--- src/rtl/dispctl_pkg.sv ---
package dispctl_pkg;

   localparam logic [7:0] OP_FULL_RST = 8'h00;
   localparam logic [7:0] OP_PATH_RST = 8'h01;
   localparam logic [7:0] OP_BLANK    = 8'h03;
   localparam logic [7:0] OP_DMA_DIR  = 8'h04;
   localparam logic [7:0] OP_ORIGIN   = 8'h05;
   localparam logic [7:0] OP_HSPAN    = 8'h06;
   localparam logic [7:0] OP_VSPAN    = 8'h07;
   localparam logic [7:0] OP_MODE     = 8'h08;
   localparam logic [3:0] OP_QUERY_HI = 4'h1;

   localparam int BLANK_BIT = 23;
   localparam int DMA_LO    = 29;
   localparam int MODE_LO   = 16;
   localparam int MODE_HI   = 22;

   localparam logic [31:0] STATUS_INIT = 32'h1480_2000;

   typedef struct packed {
      logic full_rst;
      logic path_rst;
      logic blank;
      logic dma;
      logic origin;
      logic hspan;
      logic vspan;
      logic mode;
      logic query;
   } op_strobe_t;

   // odd codes share one width; even codes pick one of four
   function automatic logic [9:0] mode_px(input logic [2:0] code);
      logic [9:0] r;
      if (code[0]) r = 10'd368;
      else begin
         case (code[2:1])
            2'd0:    r = 10'd256;
            2'd1:    r = 10'd320;
            2'd2:    r = 10'd512;
            default: r = 10'd640;
         endcase
      end
      return r;
   endfunction

   function automatic logic [3:0] mode_div(input logic [2:0] code);
      logic [3:0] r;
      if (code[0]) r = 4'd7;
      else begin
         case (code[2:1])
            2'd0:    r = 4'd10;
            2'd1:    r = 4'd8;
            2'd2:    r = 4'd5;
            default: r = 4'd4;
         endcase
      end
      return r;
   endfunction

   function automatic logic [31:0] env_mask(input int idx);
      logic [31:0] m;
      if (idx >= 2 && idx <= 4) m = 32'h000F_FFFF;
      else if (idx == 5)        m = 32'h003F_FFFF;
      else                      m = 32'h0;
      return m;
   endfunction

endpackage

--- src/rtl/dispctl_op_decode.sv ---
module dispctl_op_decode
   import dispctl_pkg::*;
#(
   parameter int DW = 32
) (
   input  logic          wr_en,
   input  logic [DW-1:0] wr_data,
   output op_strobe_t    strb
);
   localparam int OP_LO = DW - 8;

   logic [7:0] op;
   assign op = wr_data[DW-1:OP_LO];

   always_comb begin
      strb          = '0;
      strb.full_rst = wr_en && (op == OP_FULL_RST);
      strb.path_rst = wr_en && (op == OP_PATH_RST);
      strb.blank    = wr_en && (op == OP_BLANK);
      strb.dma      = wr_en && (op == OP_DMA_DIR);
      strb.origin   = wr_en && (op == OP_ORIGIN);
      strb.hspan    = wr_en && (op == OP_HSPAN);
      strb.vspan    = wr_en && (op == OP_VSPAN);
      strb.mode     = wr_en && (op == OP_MODE);
      strb.query    = wr_en && (op[7:4] == OP_QUERY_HI);
   end
endmodule

--- src/rtl/dispctl_query.sv ---
module dispctl_query
   import dispctl_pkg::*;
#(
   parameter int DW      = 32,
   parameter int ENV_NUM = 8
) (
   input  logic [ENV_NUM*DW-1:0] env_regs,
   input  logic [3:0]            sel,
   output logic                  hit,
   output logic [DW-1:0]         value
);
   logic [DW-1:0] masked [ENV_NUM];

   for (genvar i = 0; i < ENV_NUM; i++) begin : g_mask
      localparam logic [31:0] MSK = env_mask(i);
      assign masked[i] = env_regs[i*DW +: DW] & MSK[DW-1:0];
   end

   always_comb begin
      hit   = 1'b1;
      value = '0;
      case (sel)
         4'd2:    value = masked[2];
         4'd3:    value = masked[3];
         4'd4:    value = masked[4];
         4'd5:    value = masked[5];
         4'd7:    value = DW'(2);
         default: hit = 1'b0;
      endcase
   end
endmodule

--- src/rtl/dispctl_hres.sv ---
module dispctl_hres
   import dispctl_pkg::*;
(
   input  logic [2:0] code,
   output logic [9:0] px,
   output logic [3:0] div
);
   always_comb begin
      px  = mode_px(code);
      div = mode_div(code);
   end
endmodule

--- src/rtl/dispctl_decoder.sv ---
module dispctl_decoder
   import dispctl_pkg::*;
#(
   parameter int DW      = 32,
   parameter int ENV_NUM = 8
) (
   input  logic                  clk,
   input  logic                  rst_n,
   input  logic                  wr_en,
   input  logic [DW-1:0]         wr_data,
   input  logic [ENV_NUM*DW-1:0] env_regs,
   output logic [DW-1:0]         status,
   output logic [DW-1:0]         readback,
   output logic [9:0]            start_x,
   output logic [8:0]            start_y,
   output logic [11:0]           hspan_beg,
   output logic [11:0]           hspan_end,
   output logic [9:0]            vspan_beg,
   output logic [9:0]            vspan_end,
   output logic [9:0]            line_px,
   output logic [3:0]            dot_div,
   output logic                  full_rst_pulse,
   output logic                  path_rst_pulse
);
   localparam int MODE_W = MODE_HI - MODE_LO + 1;

   if (DW != 32) begin : g_bad_dw
      $error("dispctl_decoder: DW must be 32");
   end
   if (ENV_NUM < 6) begin : g_bad_env
      $error("dispctl_decoder: ENV_NUM must be at least 6");
   end

   op_strobe_t    strb;
   logic          q_hit;
   logic [DW-1:0] q_val;

   dispctl_op_decode #(.DW(DW)) u_dec (
      .wr_en   (wr_en),
      .wr_data (wr_data),
      .strb    (strb)
   );

   dispctl_query #(.DW(DW), .ENV_NUM(ENV_NUM)) u_qry (
      .env_regs (env_regs),
      .sel      (wr_data[3:0]),
      .hit      (q_hit),
      .value    (q_val)
   );

   dispctl_hres u_hres (
      .code (status[MODE_LO+2:MODE_LO]),
      .px   (line_px),
      .div  (dot_div)
   );

   always_ff @(posedge clk) begin
      if (!rst_n || strb.full_rst) begin
         status    <= STATUS_INIT[DW-1:0];
         readback  <= '0;
         start_x   <= '0;
         start_y   <= '0;
         hspan_beg <= '0;
         hspan_end <= '0;
         vspan_beg <= '0;
         vspan_end <= '0;
      end else begin
         if (strb.blank)  status[BLANK_BIT] <= wr_data[0];
         if (strb.dma)    status[DMA_LO+1:DMA_LO] <= wr_data[1:0];
         if (strb.mode)   status[MODE_HI:MODE_LO] <= {wr_data[MODE_W-2:0], wr_data[MODE_W-1]};
         if (strb.origin) begin
            start_x <= wr_data[9:0];
            start_y <= wr_data[18:10];
         end
         if (strb.hspan) begin
            hspan_beg <= wr_data[11:0];
            hspan_end <= wr_data[23:12];
         end
         if (strb.vspan) begin
            vspan_beg <= wr_data[9:0];
            vspan_end <= wr_data[19:10];
         end
         if (strb.query && q_hit) readback <= q_val;
      end
   end

   always_ff @(posedge clk) begin
      if (!rst_n) begin
         full_rst_pulse <= 1'b0;
         path_rst_pulse <= 1'b0;
      end else begin
         full_rst_pulse <= strb.full_rst;
         path_rst_pulse <= strb.path_rst;
      end
   end
endmodule

--- config.mk ---
export PLATFORM = sky130hd
export DESIGN_NAME = dispctl_decoder
export DESIGN_NICKNAME = d
export VERILOG_FILES = /design/src/rtl/dispctl_pkg.sv /design/src/rtl/dispctl_op_decode.sv /design/src/rtl/dispctl_query.sv /design/src/rtl/dispctl_hres.sv /design/src/rtl/dispctl_decoder.sv
export SDC_FILE = /design/constraint.sdc
export NUM_CORES = 1
export LEC_CHECK = 0
export BUFFER_PORTS_ARGS = -buffer_cell sky130_fd_sc_hd__buf_2
export CORE_AREA = 2 2 169 171
export CTS_BUF_LIST = sky130_fd_sc_hd__clkbuf_16
export CTS_CLUSTER_DIAMETER = 40
export DETAILED_ROUTE_END_ITERATION = 8
export DIE_AREA = 0 0 171 173
export GPL_TIMING_DRIVEN = 0
export PLACE_DENSITY = 0.53
export SETUP_SLACK_MARGIN = 0.1
export SYNTH_ARGS = -nofsm -noshare
export SYNTH_HDL_FRONTEND = slang
export SYNTH_SLANG_ARGS = --single-unit
--- constraint.sdc ---
create_clock -name clk -period 1.8 [get_ports clk]
set_clock_uncertainty 0.1 [all_clocks]
set_input_delay 0.45 -clock clk [delete_from_list [all_inputs] [get_ports clk]]
set_output_delay 0.45 -clock clk [all_outputs]
set_load 0.005 [all_outputs]
* Word level (Yosys, flattened, before mapping)
Index checks and enable logic that the tools add are counted. W data, S select, Z words.
Word-level totals: flip-flop bits (word level) 107, input port bits 291, output and inout bits 143
Operators by class: equal/unequal tests 15, muxes and demuxes 6, reductions and logical operators 15
Operator list (number):
- $pmux W22 S5 | 1
- $eq A8 B3 Y1 const B | 4
- $pmux W10 S3 | 1
- $eq A4 B3 Y1 const B | 3
- $pmux W4 S3 | 1
- $logic_and A1 B1 Y1 | 10
- $mux W10 | 1
- $eq A4 B2 Y1 const B | 2
- $eq A8 B1 Y1 const B | 1
- $eq A8 B2 Y1 const B | 1
- $eq A8 B4 Y1 const B | 1
- $logic_not A8 Y1 | 1
- $reduce_or A5 Y1 | 1
- $eq A4 B1 Y1 const B | 1
- $mux W4 | 1
- $eq A2 B1 Y1 const B | 1
- $eq A2 B2 Y1 const B | 1
- $logic_not A2 Y1 | 1
- $logic_not A1 Y1 | 1
- $logic_or A1 B1 Y1 | 1
- $mux W1 | 1

* Depth between registers and ports, before layout
Gate-level depths: netlist of the first run.
depth in word-level cells 4, depth in mapped cells 7, mapped depth without buffers 4

* Hierarchy
A second synthesis of the first run with hierarchy kept.
Unflattened totals: cells, all modules 528, area, all modules 5086.1 um^2
By module, submodules not included:
- dispctl_decoder | times used 1, cells each 410, area an instance 4229.1 um^2, sequential area each 2142.1 um^2
- dispctl_query | times used 1, cells each 82, area an instance 628.1 um^2, sequential area each 0.0 um^2
- dispctl_op_decode | times used 1, cells each 19, area an instance 123.9 um^2, sequential area each 0.0 um^2
- dispctl_hres | times used 1, cells each 17, area an instance 105.1 um^2, sequential area each 0.0 um^2

* Least setup slack after synthesis of the first run
Ideal clock, no wire load.
path kind in2reg, start point input wr_data[29], end point register start_x[1], data arrival time 1.486 ns, required time 1.583 ns, setup slack 0.097 ns, stages 6, buffers on the path 2, cell sequence nor4_2 -> and4b_1 -> buf_6 -> buf_6 -> mux2i_1 -> nor2_1
Between the ends: word-level cells in the longest chain between the ends 3
RTL lines:
- from (decl) | RTL line dispctl_decoder.sv:10 | input logic [DW-1:0] wr_data,
- $logic_not A8 Y1 | RTL line dispctl_op_decode.sv:17 | strb.full_rst = wr_en && (op == OP_FULL_RST);
- $logic_and A1 B1 Y1 | RTL line dispctl_op_decode.sv:17
- $logic_or A1 B1 Y1 | RTL line dispctl_decoder.sv:58 | if (!rst_n || strb.full_rst) begin
- to (signal assigned) | RTL line dispctl_decoder.sv:72 | start_x <= wr_data[9:0];
- to (decl) | RTL line dispctl_decoder.sv:14 | output logic [9:0] start_x,
Parallel ways exist; a longest one is shown, timed or not. A chain may end at the register's enable or synchronous reset.

* Final worst setup path of the first run
start point register status[18], end point output line_px[7]
Between the ends: word-level cells in the longest chain between the ends 3
RTL lines:
- from (decl) | RTL line dispctl_decoder.sv:12 | output logic [DW-1:0] status,
- from (signal assigned) | RTL line dispctl_decoder.sv:59 | status <= STATUS_INIT[DW-1:0];
- from (signal, indexed assignment) | RTL line dispctl_decoder.sv:68 | if (strb.blank) status[BLANK_BIT] <= wr_data[0];
- from (signal, indexed assignment) | RTL line dispctl_decoder.sv:69 | if (strb.dma) status[DMA_LO+1:DMA_LO] <= wr_data[1:0];
- $eq A2 B2 Y1, or another cell as far along | RTL line dispctl_pkg.sv:37 | case (code[2:1])
- $pmux W10 S3 (*) | RTL line dispctl_pkg.sv:37
- $mux W10 (*) | RTL line dispctl_pkg.sv:35 | if (code[0]) r = 10'd368;
- to (decl) | RTL line dispctl_decoder.sv:20 | output logic [9:0] line_px,
Mark *: on every way between the ends. The rest lies on a longest branch, timed or not.

==> metrics, run 1 <==
Die X about 170 µm; CTS sink cnt between 90 and 100; first-pass GRT wire length 23.83 mm; fill count roughly 3100; final setup fails 0; IO Count between 400 and 500; R2R cell count 2; starting density of the core approximately 16%; DR vias/cell around 3.8; H-tree depth 3; Pint 0.003333 W; P_sw 0.001198 W; Post-DP HPWL around 13 mm; Setup crit end kind primary output; Min-Delay Path Class in -> reg; Reg area approximately 0.0020 mm²; Clock Latency Late Sink 0.35 ns; Port-buffer cells between 200 and 250; clock slew at reported path FFs around 0.080 ns; Final Core Density a little under a quarter; synth top area cells dfxtp_1 45%, mux2i_1 11%, buf_4 7.1%; Post-Syn Area about 0.0043 mm²; Seq/Total Area, Yosys roughly 45%; Yosys top cell by area dfxtp_1; YS warnings 0; pin count of the biggest net entering global routing 20; status finished clean; number of DRC markers in iteration 0 196; wire per inst 14.68 µm; hold path depth 3; Max Freq roughly 600 MHz; Comb pwr share a little under a tenth; DIE HEIGHT roughly 170 µm; drt pass-1 iters 5; antenna cell count 0; Max IR drop VDD about 370 µV; Die Area about 0.030 mm²; CP Class reg -> out; gpl congestion around 0.78; synthesized area per cell 9.216 µm²; CP Max Fanout 7; Syn Inst Count between 400 and 500; Max Cap Violations 0; min cycle time layout ~1.7 ns; Final Power roughly 0.0045 W; worst endpoint required time between 1 and 1.5 ns; M3 GR Usage around 3.7%; number of flops mapped to enable cells by yosys 0; count of nets after finishing 1032; CTS root buf clkbuf_16; Area Growth Syn to Fin 50.48%; synth unique cells 40; area occupied by multi-input gates between 0.002 and 0.0025 mm²; busiest grt layer met2; Routed WL approximately 17 mm; Synth Flop Type dfxtp_1; Num CTS Buffers 9; PwrDens between 600 and 700 mW/mm²; Yosys top cell area share roughly 45%; sequential share of power 47.5%; initial antenna violation count 2; antenna-violating nets left 0; async set-or-reset flop fraction in the synthesized netlist 0%; max-slew violations 0; met1 usage a little over an eighth; Fin. Hold Viols 0; Synth top cells by count 97 x dfxtp_1, 60 x nand2_1, 52 x nor2_1; Critical Path Start Type flop; layout cells sized above 1 between 40% and 50%; total track usage a little over a tenth; vias between 4000 and 5000; Yosys reg bits 97; vias in the first global route around 4000; Tcrit/Tclk final approximately 93%; GRT Residual Overflow 0; DRC violation count after routing 0; most common cell in the synthesized netlist dfxtp_1; RSZ-0062 raised after global routing yes; Core Region around 0.028 mm²; leakage ~3.2 nW; grt met2 use 17.62%; row count 61; Net Sw Frac 26.45%; Clock power frac 43.3%; worst path arrival time around 1.1 ns; CTS Hold Buffers Added 0; TritonCTS clock tree built; clk buf depth 2
cell type report:
class                      count  area share, %
buffer                        73          8.598
clock buffer                   9          3.470
clock inverter                 7          1.099
inverter                       4         0.2313
multi-input combinational    328          31.25
sequential                    97          30.06
tap                          378          7.287
timing repair buffer         228          18.01
routing by layer:
layer | vias up | share of wire (%)
li1 | 2118 | -
met1 | 1867 | 45
met2 | 230 | 44
met3 | 13 | 9.6
met4 | 2 | 1.3
met5 | - | 0.055
flip-flops by register name (all words and copies together) (netlist names):
name            flops
readback           22
hspan_beg          12
vspan_beg          10
start_x            10
hspan_end          12
vspan_end          10
full_rst_pulse      1
status             10
start_y             9
path_rst_pulse      1
stage by stage:
stage          instances  setup slack (ns)  area (µm²)  TNS [ns]  hold slack, ns
2_1_floorplan        502            0.1115        4444         0          0.3527
3_3_place_gp        1102           -0.5902        6028    -39.52          0.3419
3_5_place_dp        1102           -0.5958        6028    -40.28          0.3452
4_1_cts             1119            0.1026        6390         0          0.2051
5_1_grt             1124           0.03469        6490         0          0.2239
6_report            1124            0.1277        6490         0          0.2247
critical path: stages (launching register included):
cell and delay [ns]:
dfxtp_4 0.39, nor2b_4 0.16, inv_2 0.04, nor2_1 0.06, buf_2 0.11
cells in the final DEF (no fill, tap or decap), drive strengths merged, types with 3 or more instances in the layout:
| cell type | instances |
|---|---|
| dfxtp | 97 |
| nand2b | 3 |
| nand2 | 70 |
| a222oi | 19 |
| a31oi | 21 |
| nor2 | 52 |
| mux2i | 49 |
| o21ai | 22 |
| a21oi | 26 |
| conb | 36 |
| buf | 299 |
| nand4 | 3 |
| nand3 | 4 |
| inv | 8 |
| clkbuf | 11 |
| nor2b | 3 |
cell families (layout without fill, tap and decap cells):
family	after synthesis	count (layout)	share of synthesized area, %
simple gates	150	150	16.80
flops	97	97	45.02
compound gates	93	93	14.88
buf+inv	77	321	11.75
mux	49	49	11.37
other cells	2	36	0.1741
final timing paths:
check,from,endpoint,slack [ns]
setup reg to reg,readback[10],readback[10],1.00
hold / removal,wr_data[22],hspan_end[10],0.22
hold reg to reg,hspan_beg[3],hspan_beg[3],0.36
setup / recovery,status[18],line_px[7],0.13
power groups by stage:
stage                     sequential (W)  combinational [W]  clock, W
after global placement           0.00220           0.000400         0
after floorplan                  0.00220           0.000185         0
after CTS                        0.00215           0.000412   0.00205
after detailed placement         0.00220           0.000402         0
final                            0.00215           0.000419   0.00196
after global routing             0.00215           0.000463   0.00212
repair_timing:
action | in CTS | in global routing
buffers inserted | 1 | 5
resized for setup | 20 | 14
setup endpoints to repair | 89 | 87
pin swaps | 0 | 4
gates cloned | 0 | 0
Power figures use the tool's default switching activity.
==> run 2, diff against run 1 <==
--- a/config.mk
+++ b/config.mk
@@ -12,7 +12,7 @@
 export DETAILED_ROUTE_END_ITERATION = 8
 export DIE_AREA = 0 0 171 173
 export GPL_TIMING_DRIVEN = 0
-export PLACE_DENSITY = 0.53
+export PLACE_DENSITY = 0.41
 export SETUP_SLACK_MARGIN = 0.1
 export SYNTH_ARGS = -nofsm -noshare
 export SYNTH_HDL_FRONTEND = slang
==> run 2 against run 1 <==
Die area did not move. Sequential power about the same. Global-route usage increased by 2.1 points. Clock-buffer cell count stayed put. Register-to-register slack about the same. Critical path depth stayed put. Wire length grew 18%. Design area increased by 0.31%. Clock power grew 14%. Non-clock buffer count decreased by 2. Fmax rose by 0.73%.
==> metrics, run 2 (synthesized netlist as in run 1, its figures left out) <==
vias in the first global route 4055 (+3.1%); Max Cap Violations 0 (unchanged); final setup fails 0 (unchanged); DR vias/cell 3.824 (+1.6%); vias 4298 (+1.6%); Max IR drop VDD 500.1 µV (+35%); leakage 3.186 nW (+0.50%); TritonCTS clock tree built; top flop regs readback: 22 flops, hspan_beg: 12 flops, hspan_end: 12 flops; Clock Latency Late Sink 0.35 ns (about the same); setup tns final 0 ns (unchanged); Tcrit/Tclk final 92.23% (-0.67 points); PwrDens 741.9 mW/mm² (+6.3%); CTS Hold Buffers Added 0 (unchanged); fin area 0.006510 mm² (+0.31%); CP Max Fanout 7 (unchanged); Setup crit end kind primary output; max reg flops 22 (unchanged); clock slew at reported path FFs 0.08 ns (about the same); Top reg by flops readback; number of DRC markers in iteration 0 255 (+30%); clk buf depth 2 (unchanged); placed cells 1102 (unchanged); count of nets after finishing 1030 (-0.19%); Die X 171 µm (unchanged); R2R cell count 2 (unchanged); CTS sink cnt 97 (unchanged); GRT Residual Overflow 0 (unchanged); pin count of the biggest net entering global routing 19 (-5.0%); first-pass GRT wire length 27.62 mm (+16%); DRC violation count after routing 0 (unchanged); RSZ-0062 raised after global routing yes; H-tree depth 3 (unchanged); fill count 3110 (+0.35%); Core Region 0.02763 mm² (unchanged); IO Count 434 (unchanged); Fin. Hold Viols 0 (unchanged); row count 61 (unchanged); drt pass-1 iters 7 (+2); Port-buffer cells 222 (unchanged); starting density of the core 15.61% (unchanged); most frequent cells in the layout 232 x buf_2, 94 x dfxtp_1, 60 x nand2_1; layout cells sized above 1 46.77% (about the same); antenna-violating nets left 0 (unchanged); total track usage 12.90% (+2.1 points); Final Core Density 23.56% (+0.073 points); Num CTS Buffers 9 (unchanged); Max Freq 602.3 MHz (+0.73%); Post-DP HPWL 15.26 mm (+15%); Min-Delay Path Class in -> reg; CP Class reg -> out; Die Area 0.02958 mm² (unchanged); Final Power 0.004830 W (+6.6%); worst endpoint required time 1.25 ns (about the same); gpl congestion 0.7264 (-6.3%); worst path arrival time 1.11 ns (about the same); Critical Path Start Type flop; min cycle time layout 1.660 ns (-0.01209 ns); Reg area 0.001951 mm² (unchanged); area occupied by multi-input gates 0.002014 mm² (-0.68%); status finished clean; non-filler instance count after layout 1124 (unchanged); commonest non-fill, non-tap cell in the layout buf_2; wire per inst 17.37 µm (+18%); Area Growth Syn to Fin 50.94%; hold path depth 3 (unchanged); initial antenna violation count 7 (+5); Routed WL 19.52 mm (+18%); max-slew violations 0 (unchanged); CTS root buf clkbuf_16; DIE HEIGHT 173 µm (unchanged); placed cell area 0.006028 mm² (unchanged)
[run 2: changes by cell type in the layout (fill, tap and decap cells not counted), moves of 2 or more]
cell / before / now
clkinv_4: 0 / 2
diode_2: 0 / 2
bufinv_16: 0 / 2
buf_8: 2 / 4
clkbuf_4: 0 / 6
clkinvlp_4: 2 / 0
buf_2: 239 / 232
buf_12: 3 / 0
[run 2: routing by layer]
| layer | vias to the layer above | GRT usage (%) | wire length (µm) |
|---|---|---|---|
| met5 | - | 0 | 71 |
| met4 | 10 | 3.708 | 229 |
| met3 | 23 | 5.196 | 1880 |
| met2 | 195 | 18.31 | 7732 |
| met1 | 1949 | 17.82 | 9606 |
| li1 | 2121 | - | - |
[run 2: critical path, cell delays in order (launching register included)]
cell	delay (ns)
dfxtp_4	0.39
nor2b_4	0.16
inv_2	0.04
nor2_1	0.07
buf_2	0.11
[run 2: what timing repair did]
item                       in CTS  in global routing
pin swaps                       1                  3
hold endpoints to repair        0                  0
setup buffers                   2                  2
resized for setup               8                 45
setup endpoints to repair      78                 85
[run 2: worst paths after layout]
check	to	slack, ns	from
worst min-delay path	hspan_end[11]	0.23	wr_data[23]
worst max register to register	readback[6]	1.00	readback[6]
worst max-delay path	line_px[7]	0.14	status[18]
worst min register to register	hspan_beg[0]	0.35	hspan_beg[0]
[run 2: stage by stage]
| stage | setup slack [ns] | hold WS (ns) |
|---|---|---|
| after CTS | 0.03323 | 0.2098 |
| after floorplan | 0.1115 | 0.3527 |
| after global routing | 0.06216 | 0.2093 |
| final | 0.1398 | 0.2296 |
| after detailed placement | -0.4562 | 0.3442 |
| after global placement | -0.4376 | 0.3408 |
[run 2: layout make-up]
class	instances	area share, %
Timing Repair Buffer	226	17.53
Clock inverter	7	1.672
Sequential cell	97	29.96
Antenna cell	2	0.07688
Inverter	4	0.2306
Clock buffer	9	3.460
Tap cell	378	7.265
Multi-Input combinational cell	328	30.94
Buffer	73	8.860
[run 2: report_power, final]
group	switching (W)	leakage, nW	internal, W
registers	0.00000341	0.783	0.00215
logic	0.000229	2.24	0.000208
clock network	0.000992	0.164	0.00125
total	0.00122	3.19	0.00361
==> run 3, diff against run 2 <==
--- a/config.mk
+++ b/config.mk
@@ -12,8 +12,9 @@
 export DETAILED_ROUTE_END_ITERATION = 8
 export DIE_AREA = 0 0 171 173
 export GPL_TIMING_DRIVEN = 0
-export PLACE_DENSITY = 0.41
+export PLACE_DENSITY = 0.4
 export SETUP_SLACK_MARGIN = 0.1
+export SKIP_LAST_GASP = 1
 export SYNTH_ARGS = -nofsm -noshare
 export SYNTH_HDL_FRONTEND = slang
 export SYNTH_SLANG_ARGS = --single-unit
==> run 3 against run 2 <==
Via count is 0.16% lower. Register-to-register slack hardly changed. Clock power is 4% lower. Global-route usage is 0.27 points higher. Hold slack better by 0.0026 ns. Fmax is 1.5% lower. Largest cell class unchanged. Combinational power is 4% higher. Sequential cell count stayed put. Non-clock buffer count is 5 higher. Core utilization is 0.15 points higher.
==> metrics, run 3 (synthesized netlist as in run 1, its figures left out) <==
status finished clean; Core Region 0.02763 mm² (unchanged); placed cells 1102 (unchanged); pin count of the biggest net entering global routing 17 (-2); Clock power frac 45.2% (-1.2 points); DRC violation count after routing 0 (unchanged); total track usage 13.17% (+0.27 points); Setup crit end kind primary output; Setup WS post-layout 0.1139 ns (-0.02596 ns); top flop regs readback: 22 flops, hspan_beg: 12 flops, hspan_end: 12 flops; TritonCTS clock tree built; worst path arrival time 1.14 ns (+0.03 ns); row count 61 (unchanged); count of nets after finishing 1035 (+0.49%); antenna-violating nets left 0 (unchanged); Clock Latency Late Sink 0.35 ns (about the same); commonest non-fill, non-tap cell in the layout buf_2; Tcrit/Tclk final 93.67% (+1.4 points); CP max stage delay 0.37 ns (-0.02 ns); min cycle time layout 1.686 ns (+0.02596 ns); fill count 3105 (-0.16%); gpl congestion 0.7372 (+1.5%); vias 4291 (-0.16%); wire per inst 17.53 µm (+0.94%); sequential share of power 45.3% (+0.8 points); CTS sink cnt 97 (unchanged); Die X 171 µm (unchanged); Die Area 0.02958 mm² (unchanged); placed cell area 0.006028 mm² (unchanged); GRT Residual Overflow 0 (unchanged); Port-buffer cells 222 (unchanged); final setup fails 0 (unchanged); Post-DP HPWL 15.23 mm (-0.22%); drt pass-1 iters 7 (unchanged); first-pass GRT wire length 28.23 mm (+2.2%); CP Max Fanout 5 (-2); non-filler instance count after layout 1131 (+0.62%); Critical Path Start Type flop; pre-CTS setup slack -0.4419 ns (+0.01437 ns); CP cell instances buf_4, a21o_1, buf_2; CP Class reg -> out; most frequent cells in the layout 233 x buf_2, 94 x dfxtp_1, 60 x nand2_1; max reg flops 22 (unchanged); leakage 3.207 nW (+0.67%); Crit path max-delay family flip-flops; RSZ-0062 raised after global routing yes; Min-Delay Path Class in -> reg; clock slew at reported path FFs 0.07 ns (about the same); CTS root buf clkbuf_16; Comb pwr share 9.5% (+0.5 points); P_sw 0.001170 W (-4.5%); Max Freq 593.1 MHz (-1.5%); clk buf depth 2 (unchanged); Top reg by flops readback; DR vias/cell 3.794 (-0.78%); starting density of the core 15.61% (unchanged); worst endpoint required time 1.25 ns (about the same); slowest stage cell, crit path dfxtp_4; Area Growth Syn to Fin 51.90%; DIE HEIGHT 173 µm (unchanged); Pint 0.003579 W (-0.73%); Routed WL 19.83 mm (+1.6%); fin area 0.006551 mm² (+0.63%); Num CTS Buffers 9 (unchanged); Fin. Hold Viols 0 (unchanged); Net Sw Frac 24.63% (-0.73 points); max-slew violations 0 (unchanged); initial antenna violation count 5 (-2); PwrDens 724.8 mW/mm² (-2.3%); Max IR drop VDD 339.0 µV (-32%); layout cells sized above 1 47.06% (+0.28 points); CTS Hold Buffers Added 0 (unchanged); number of DRC markers in iteration 0 280 (+9.8%); vias in the first global route 4242 (+4.6%); Max Cap Violations 0 (unchanged); crit path buf inv count 2 (unchanged); setup tns final 0 ns (unchanged); IO Count 434 (unchanged); H-tree depth 3 (unchanged)
[run 3: cell count changes in the layout (fill, tap and decap cells not counted), sizes merged]
cell and delta:
diode +3, clkinvlp +1, inv -1, clkbuf -2
buf +7, clkinv -1
[run 3: worst paths after layout]
kind	depth (start not counted)	start	to	slack, ns
worst max-delay path	3	status[18]	dot_div[0]	0.11
worst min-delay path	3	wr_data[23]	hspan_end[11]	0.23
worst max register to register	2	status[16]	status[16]	1.00
worst min register to register	2	hspan_end[4]	hspan_end[4]	0.35
[run 3: tightest hold or removal path, delay by kind of cell]
kind / cells / cell delay (ns)
compound gates: 1 / 0.04
buf+inv: 1 / 0.10
simple gates: 1 / 0.05
[run 3: power groups by stage]
stage	Sequential (W)	Combinational [W]	Clock, W
after floorplan	0.00220	0.000185	0
after global placement	0.00220	0.000434	0
after detailed placement	0.00220	0.000433	0
after CTS	0.00215	0.000443	0.00225
after global routing	0.00215	0.000495	0.00231
final	0.00215	0.000453	0.00214
[run 3: layout make-up]
| type | instances | area (µm²) | area share (%) |
|---|---|---|---|
| clock buffers | 9 | 225.2 | 3.438 |
| flip-flops and latches | 97 | 1948 | 29.74 |
| plain buffers | 73 | 583.1 | 8.900 |
| inverters | 4 | 15.01 | 0.2292 |
| repair buffers | 231 | 1179 | 17.99 |
| diodes | 5 | 12.51 | 0.1910 |
| multi-input cells | 328 | 2027 | 30.94 |
| clock inverters | 6 | 88.84 | 1.356 |
| well taps | 378 | 473.0 | 7.219 |
[run 3: layer usage]
layer	vias to the layer above	wire (µm)	GRT usage [%]
li1	2126	-	-
met1	1960	9493	18.09
met2	187	8018	18.62
met3	16	2003	5.173
met4	2	295	4.414
met5	-	16	0
[run 3: through the flow]
step,power (W),util (%),hold WS [ns]
4_1_cts,0.004847,23.19,0.2095
2_1_floorplan,0.002389,-,0.3527
3_3_place_gp,0.002637,21.82,0.3398
3_5_place_dp,0.002636,21.82,0.3456
6_report,0.004748,23.71,0.2321
5_1_grt,0.004960,23.67,0.2099
[run 3: timing repair]
item | in CTS | in global routing
buffers inserted | 3 | 6
cloned | 0 | 0
pin swaps | 2 | 4
endpoints found under the setup margin | 75 | 84
resized for setup | 16 | 34
